===== src/rtl/seg_xlate.sv =====
module seg_xlate #(
  parameter int NSEG = 4,
  parameter int IDXW = 3,
  parameter int SELW = 16,
  parameter int AW   = 32,
  localparam int SW  = $clog2(NSEG)
) (
  input  logic            clk,
  input  logic            rst_n,
  input  logic            tbl_we,
  input  logic [IDXW-1:0] tbl_widx,
  input  logic [63:0]     tbl_wdata,
  input  logic [IDXW-1:0] tbl_ridx,
  output logic [63:0]     tbl_rdata,
  input  logic            ld_valid,
  input  logic [SW-1:0]   ld_seg,
  input  logic [SELW-1:0] ld_sel,
  output logic            ld_done,
  output logic [1:0]      ld_fault,
  input  logic            acc_valid,
  input  logic [SW-1:0]   acc_seg,
  input  logic [AW-1:0]   acc_off,
  input  logic            acc_wr,
  output logic            addr_valid,
  output logic [AW-1:0]   lin_addr,
  output logic            acc_fault
);
  localparam int DEPTH = 1 << IDXW;
  localparam int ATTR  = 32;
  localparam int A_B   = 0;
  localparam int R_B   = 1;
  localparam int W_B   = 2;
  localparam int DPL_B = 5;
  localparam int P_B   = 7;

  logic [63:0] tbl [DEPTH];
  logic [NSEG-1:0][AW-1:0] shd_base;
  logic [NSEG-1:0][7:0]    shd_attr;

  wire [IDXW-1:0] lidx  = ld_sel[2 +: IDXW];
  wire [1:0]      rpl   = ld_sel[1:0];
  wire [63:0]     ldesc = tbl[lidx];
  wire [7:0]      lattr = ldesc[ATTR +: 8];
  wire            np    = !lattr[P_B];
  wire            pv    = rpl > lattr[DPL_B +: 2];
  wire            ld_ok = ld_valid && !np && !pv;

  wire [7:0] aattr = shd_attr[acc_seg];
  wire       deny  = acc_wr ? !aattr[W_B] : !aattr[R_B];

  assign tbl_rdata = tbl[tbl_ridx];

  always_ff @(posedge clk) begin
    if (!rst_n) begin
      for (int i = 0; i < DEPTH; i++) tbl[i] <= '0;
    end else begin
      if (ld_ok) tbl[lidx][ATTR + A_B] <= 1'b1;
      if (tbl_we) tbl[tbl_widx] <= tbl_wdata;
    end
  end

  always_ff @(posedge clk) begin
    if (!rst_n) begin
      shd_base <= '0;
      shd_attr <= '0;
    end else if (ld_ok) begin
      shd_base[ld_seg] <= ldesc[AW-1:0];
      shd_attr[ld_seg] <= lattr | 8'(1 << A_B);
    end
  end

  always_ff @(posedge clk) begin
    if (!rst_n) begin
      ld_done    <= 1'b0;
      ld_fault   <= 2'd0;
      addr_valid <= 1'b0;
      acc_fault  <= 1'b0;
      lin_addr   <= '0;
    end else begin
      ld_done    <= ld_valid;
      ld_fault   <= !ld_valid ? 2'd0 : np ? 2'd2 : pv ? 2'd1 : 2'd0;
      addr_valid <= acc_valid && !deny;
      acc_fault  <= acc_valid && deny;
      if (acc_valid) lin_addr <= shd_base[acc_seg] + acc_off;
    end
  end
endmodule


===== config.mk =====
export PLATFORM = sky130hd
export DESIGN_NAME = seg_xlate
export DESIGN_NICKNAME = d
export VERILOG_FILES = /design/src/rtl/seg_xlate.sv
export SDC_FILE = /design/constraint.sdc
export NUM_CORES = 1
export LEC_CHECK = 0
export BUFFER_PORTS_ARGS = -buffer_cell sky130_fd_sc_hd__buf_2
export CORE_ASPECT_RATIO = 0.9
export CORE_UTILIZATION = 63
export CTS_BUF_LIST = sky130_fd_sc_hd__clkbuf_2 sky130_fd_sc_hd__clkbuf_4 sky130_fd_sc_hd__clkbuf_8
export CTS_CLUSTER_DIAMETER = 60
export CTS_CLUSTER_SIZE = 24
export DETAILED_ROUTE_END_ITERATION = 12
export PLACE_DENSITY = 0.81
export SLEW_MARGIN = 40
export SYNTH_ARGS = -nofsm -noshare
export SYNTH_HDL_FRONTEND = slang
export SYNTH_SLANG_ARGS = --single-unit

===== constraint.sdc =====
create_clock -name clk -period 7.8 [get_ports clk]
set_input_delay 1.17 -clock clk [delete_from_list [all_inputs] [get_ports clk]]
set_output_delay 1.17 -clock clk [all_outputs]
set_load 0.02 [all_outputs]

==> run metrics <==
routability congestion estimate=0.877; TritonCTS clock tree=built; post-route cell area=36100 um2; top achievable clock speed=191 MHz; slowest CP cell=sky130_fd_sc_hd__nor2_1; startpoint of the worst register-to-register path=tbl[7][38]; Rows=79; number of buffer cells added on primary ports=217; buffer and inverter count on the worst path=5; final setup violation count=0; post-DR wirelength/cell=26.0 um; kind of cell with the highest combined delay on the critical path=simple AND/OR/NAND/NOR gates; critical path data required time=8.36 ns; placed cell area=35100 um2; width of the die=244 um; final hold violation count=0; RSZ-0062 raised after global routing=false; Area Growth Syn to Fin=8.40%; global routing usage summed across all routing layers=0.332; slew margin rel.=0.389; Clk Latency, worst-skew pair=0.70 ns; total clock buffers created by CTS=43; number of standard cells after synthesis=2564; data arrival time at the worst-slack endpoint=5.79 ns; fraction of final layout cells with drive strength greater than 1=0.244; hold-fix buffer count after cts=0; post-synthesis cell type count=66; outcome=finished, final reports clean; chain of cells forming the critical path=buf_2 -> buf_4 -> inv_1 -> buf_4 -> nor2_1 -> a21oi_1 -> nor2_1 -> a221oi_1 -> ha_1 -> nor2b_1 -> o21ai_1 -> and3_4 -> nand3b_1 -> buf_4 -> nand3_1 -> o21ai_0; area of the core=52000 um2; via count normalized by instance count=6.57; critical path launch point type=primary input; 1st-pass router iterations=7; initial cell density of the core=0.641; overall via count from detail_route=22382; library cell with the highest instance count after synthesis=sky130_fd_sc_hd__and2_1; top_reg_cell synth=sky130_fd_sc_hd__edfxtp_1; Filler Cells Inserted=3652; clock-pin slew on the worst setup and hold paths=0.13 ns; post-route clock period utilization=0.671; Fin Hold WS=0.461 ns; number of global-route vias before repair=22145; cell taking the most area after synthesis=sky130_fd_sc_hd__edfxtp_1; highest net fanout along the worst path=50; reg-to-reg slack, setup=3.71 ns; post-synth design cell area=33300 um2; synthesized area divided by synthesized cell count=13.0 um2; final layout net count=2840; Worst path max stage delay=0.69 ns; setup TNS after final layout=0 ns; number of instances on the worst hold path=2; actual slew at the worst max-slew pin=0.914 ns; syn nets=2726; remaining antenna violation count=0; clock sink count=685; Yosys top cell area share=0.454; Synth top cells by count=sky130_fd_sc_hd__and2_1 (512), sky130_fd_sc_hd__edfxtp_1 (504), sky130_fd_sc_hd__o21ai_0 (198), sky130_fd_sc_hd__mux4_2 (186), sky130_fd_sc_hd__dfxtp_1 (181); I/O pin count=229; most used cell along the critical path=sky130_fd_sc_hd__buf_4; crit path capture type=flip-flop; total power after layout=7.11 mW; buffer levels on the longest clock path=3; sequential area share after synthesis=0.563; Worst VDD drop=0.189 mV; leakage power figure=13.0 nW; number of enable flip-flop cells after synthesis=504; antenna violations before repair=9; post-layout minimum cycle time=5.23 ns; fraction of synthesis flops using an asynchronous set or reset pin=0; cells taking the most area after synthesis=sky130_fd_sc_hd__edfxtp_1 (45%), sky130_fd_sc_hd__mux4_2 (13%), sky130_fd_sc_hd__dfxtp_1 (11%), sky130_fd_sc_hd__and2_1 (9.6%), sky130_fd_sc_hd__o21ai_0 (3.0%); number of max-cap violations=0; number of buffers inserted to repair setup after CTS=0; hold crit path type=reg -> reg; Final HPWL DP=53.7 mm; Yosys reg bits=685; Endpoint, Worst Hold=lin_addr[27]; Resized Gates After CTS=0; worst clock skew=0.0359 ns; Worst Setup Path Type=in -> reg; FF-to-FF End=shd_base[90]; residual DRC count=0; Slew Limit Fails=0; Min-Delay Startpoint=lin_addr[27]; power density cells=197 nW/um2; H-Tree Depth=2; final wirelength=88.7 mm; clk root buf=sky130_fd_sc_hd__clkbuf_8; Total Die Area=53800 um2; largest net degree at the start of global routing=90; violation count after the first detailed-routing iteration=2578; residual overflow from global routing=0; Die Height=220 um; count of synthesis-stage warnings from yosys=0; number of cells on the worst reg-to-reg path=11; wire length of the first global-routing pass=133 mm
==> worst reg2reg max path: cells and delay by family, from the launching register on <==
| family | cells | cell delay, ns |
|---|---|---|
| multiplexers | 1 | 0.29 |
| AO/OA/AOI/OAI | 4 | 1.08 |
| AND/OR/NAND/NOR | 4 | 1.29 |
| flip-flops | 1 | 0.44 |
| buffers and inverters | 1 | 0.55 |
| adder cells (fa/ha/maj) | 1 | 0.29 |
==> kinds of logic (layout without fill, tap and decap cells) <==
| kind of cell | after synthesis | count (layout) | share of synthesized area |
|---|---|---|---|
| AO/OA/AOI/OAI | 413 | 413 | 0.0747 |
| adder cells (fa/ha/maj) | 34 | 34 | 0.0130 |
| multiplexers | 302 | 302 | 0.164 |
| other | 0 | 5 | 0 |
| flip-flops | 685 | 685 | 0.563 |
| buffers and inverters | 213 | 361 | 0.0265 |
| XOR/XNOR | 25 | 25 | 0.00657 |
| AND/OR/NAND/NOR | 892 | 892 | 0.153 |
==> flip-flops by register name, summed over array words and instances (netlist names) <==
| signal | count |
|---|---|
| shd_base | 128 |
| acc_fault | 1 |
| ld_fault | 2 |
| addr_valid | 1 |
| tbl | 512 |
| lin_addr | 32 |
| shd_attr | 8 |
| ld_done | 1 |
==> report_power, final <==
part	switching [mW]	leakage, nW	internal, mW
Sequential	0.0881	6.30	4.11
Clock	1.26	0.506	0.709
Combinational	0.581	6.16	0.372
==> how the worst max path moves through the flow <==
stage | start | end | slack, ns | depth (start not counted)
floorplan | tbl_widx[1] | tbl[1][32] | 1.11 | 3
global route | ld_sel[3] | shd_base[86] | 2.48 | 16
finish | ld_sel[3] | shd_base[90] | 2.57 | 16
detailed placement | ld_sel[3] | shd_base[92] | 2.03 | 16
CTS | ld_sel[3] | shd_base[90] | 2.74 | 16
global placement | ld_sel[3] | shd_base[83] | 1.86 | 16
==> layout make-up <==
type | count | area (um2) | area share
sequential | 685 | 18800 | 0.519
inverter | 14 | 52.6 | 0.00145
timing repair buffer | 268 | 1560 | 0.0433
tap | 688 | 861 | 0.0238
multi-input combinational | 1666 | 13900 | 0.384
clock buffer | 51 | 671 | 0.0186
clock inverter | 28 | 355 | 0.00984
antenna | 5 | 12.5 | 0.000346
==> cell usage in the layout, fill, tap and decap left out, types with 46 or more instances in the layout <==
master	netlist	routed
sky130_fd_sc_hd__nand3_1	131	130
sky130_fd_sc_hd__o21ai_0	198	191
sky130_fd_sc_hd__a21oi_1	58	58
sky130_fd_sc_hd__mux2_2	84	84
sky130_fd_sc_hd__and2_1	512	512
sky130_fd_sc_hd__buf_4	7	48
sky130_fd_sc_hd__clkbuf_8	0	46
sky130_fd_sc_hd__dfxtp_1	181	181
sky130_fd_sc_hd__edfxtp_1	504	504
sky130_fd_sc_hd__mux4_2	186	186
sky130_fd_sc_hd__nand2_1	108	108
sky130_fd_sc_hd__buf_2	21	211
==> stage by stage <==
step                      utilization  std cells  setup slack (ns)
after floorplan                     -       2564              1.11
final                           0.695       3405              2.57
after detailed placement        0.675       3321              2.03
after CTS                       0.694       3400              2.74
after global placement          0.673       3319              1.86
after global routing            0.695       3401              2.48
==> layer usage <==
layer	track usage	wire (um)
met5	0	60
met4	0.152	3490
met3	0.0649	8810
met2	0.544	43000
met1	0.433	33300
Power figures use the tool's default switching activity.
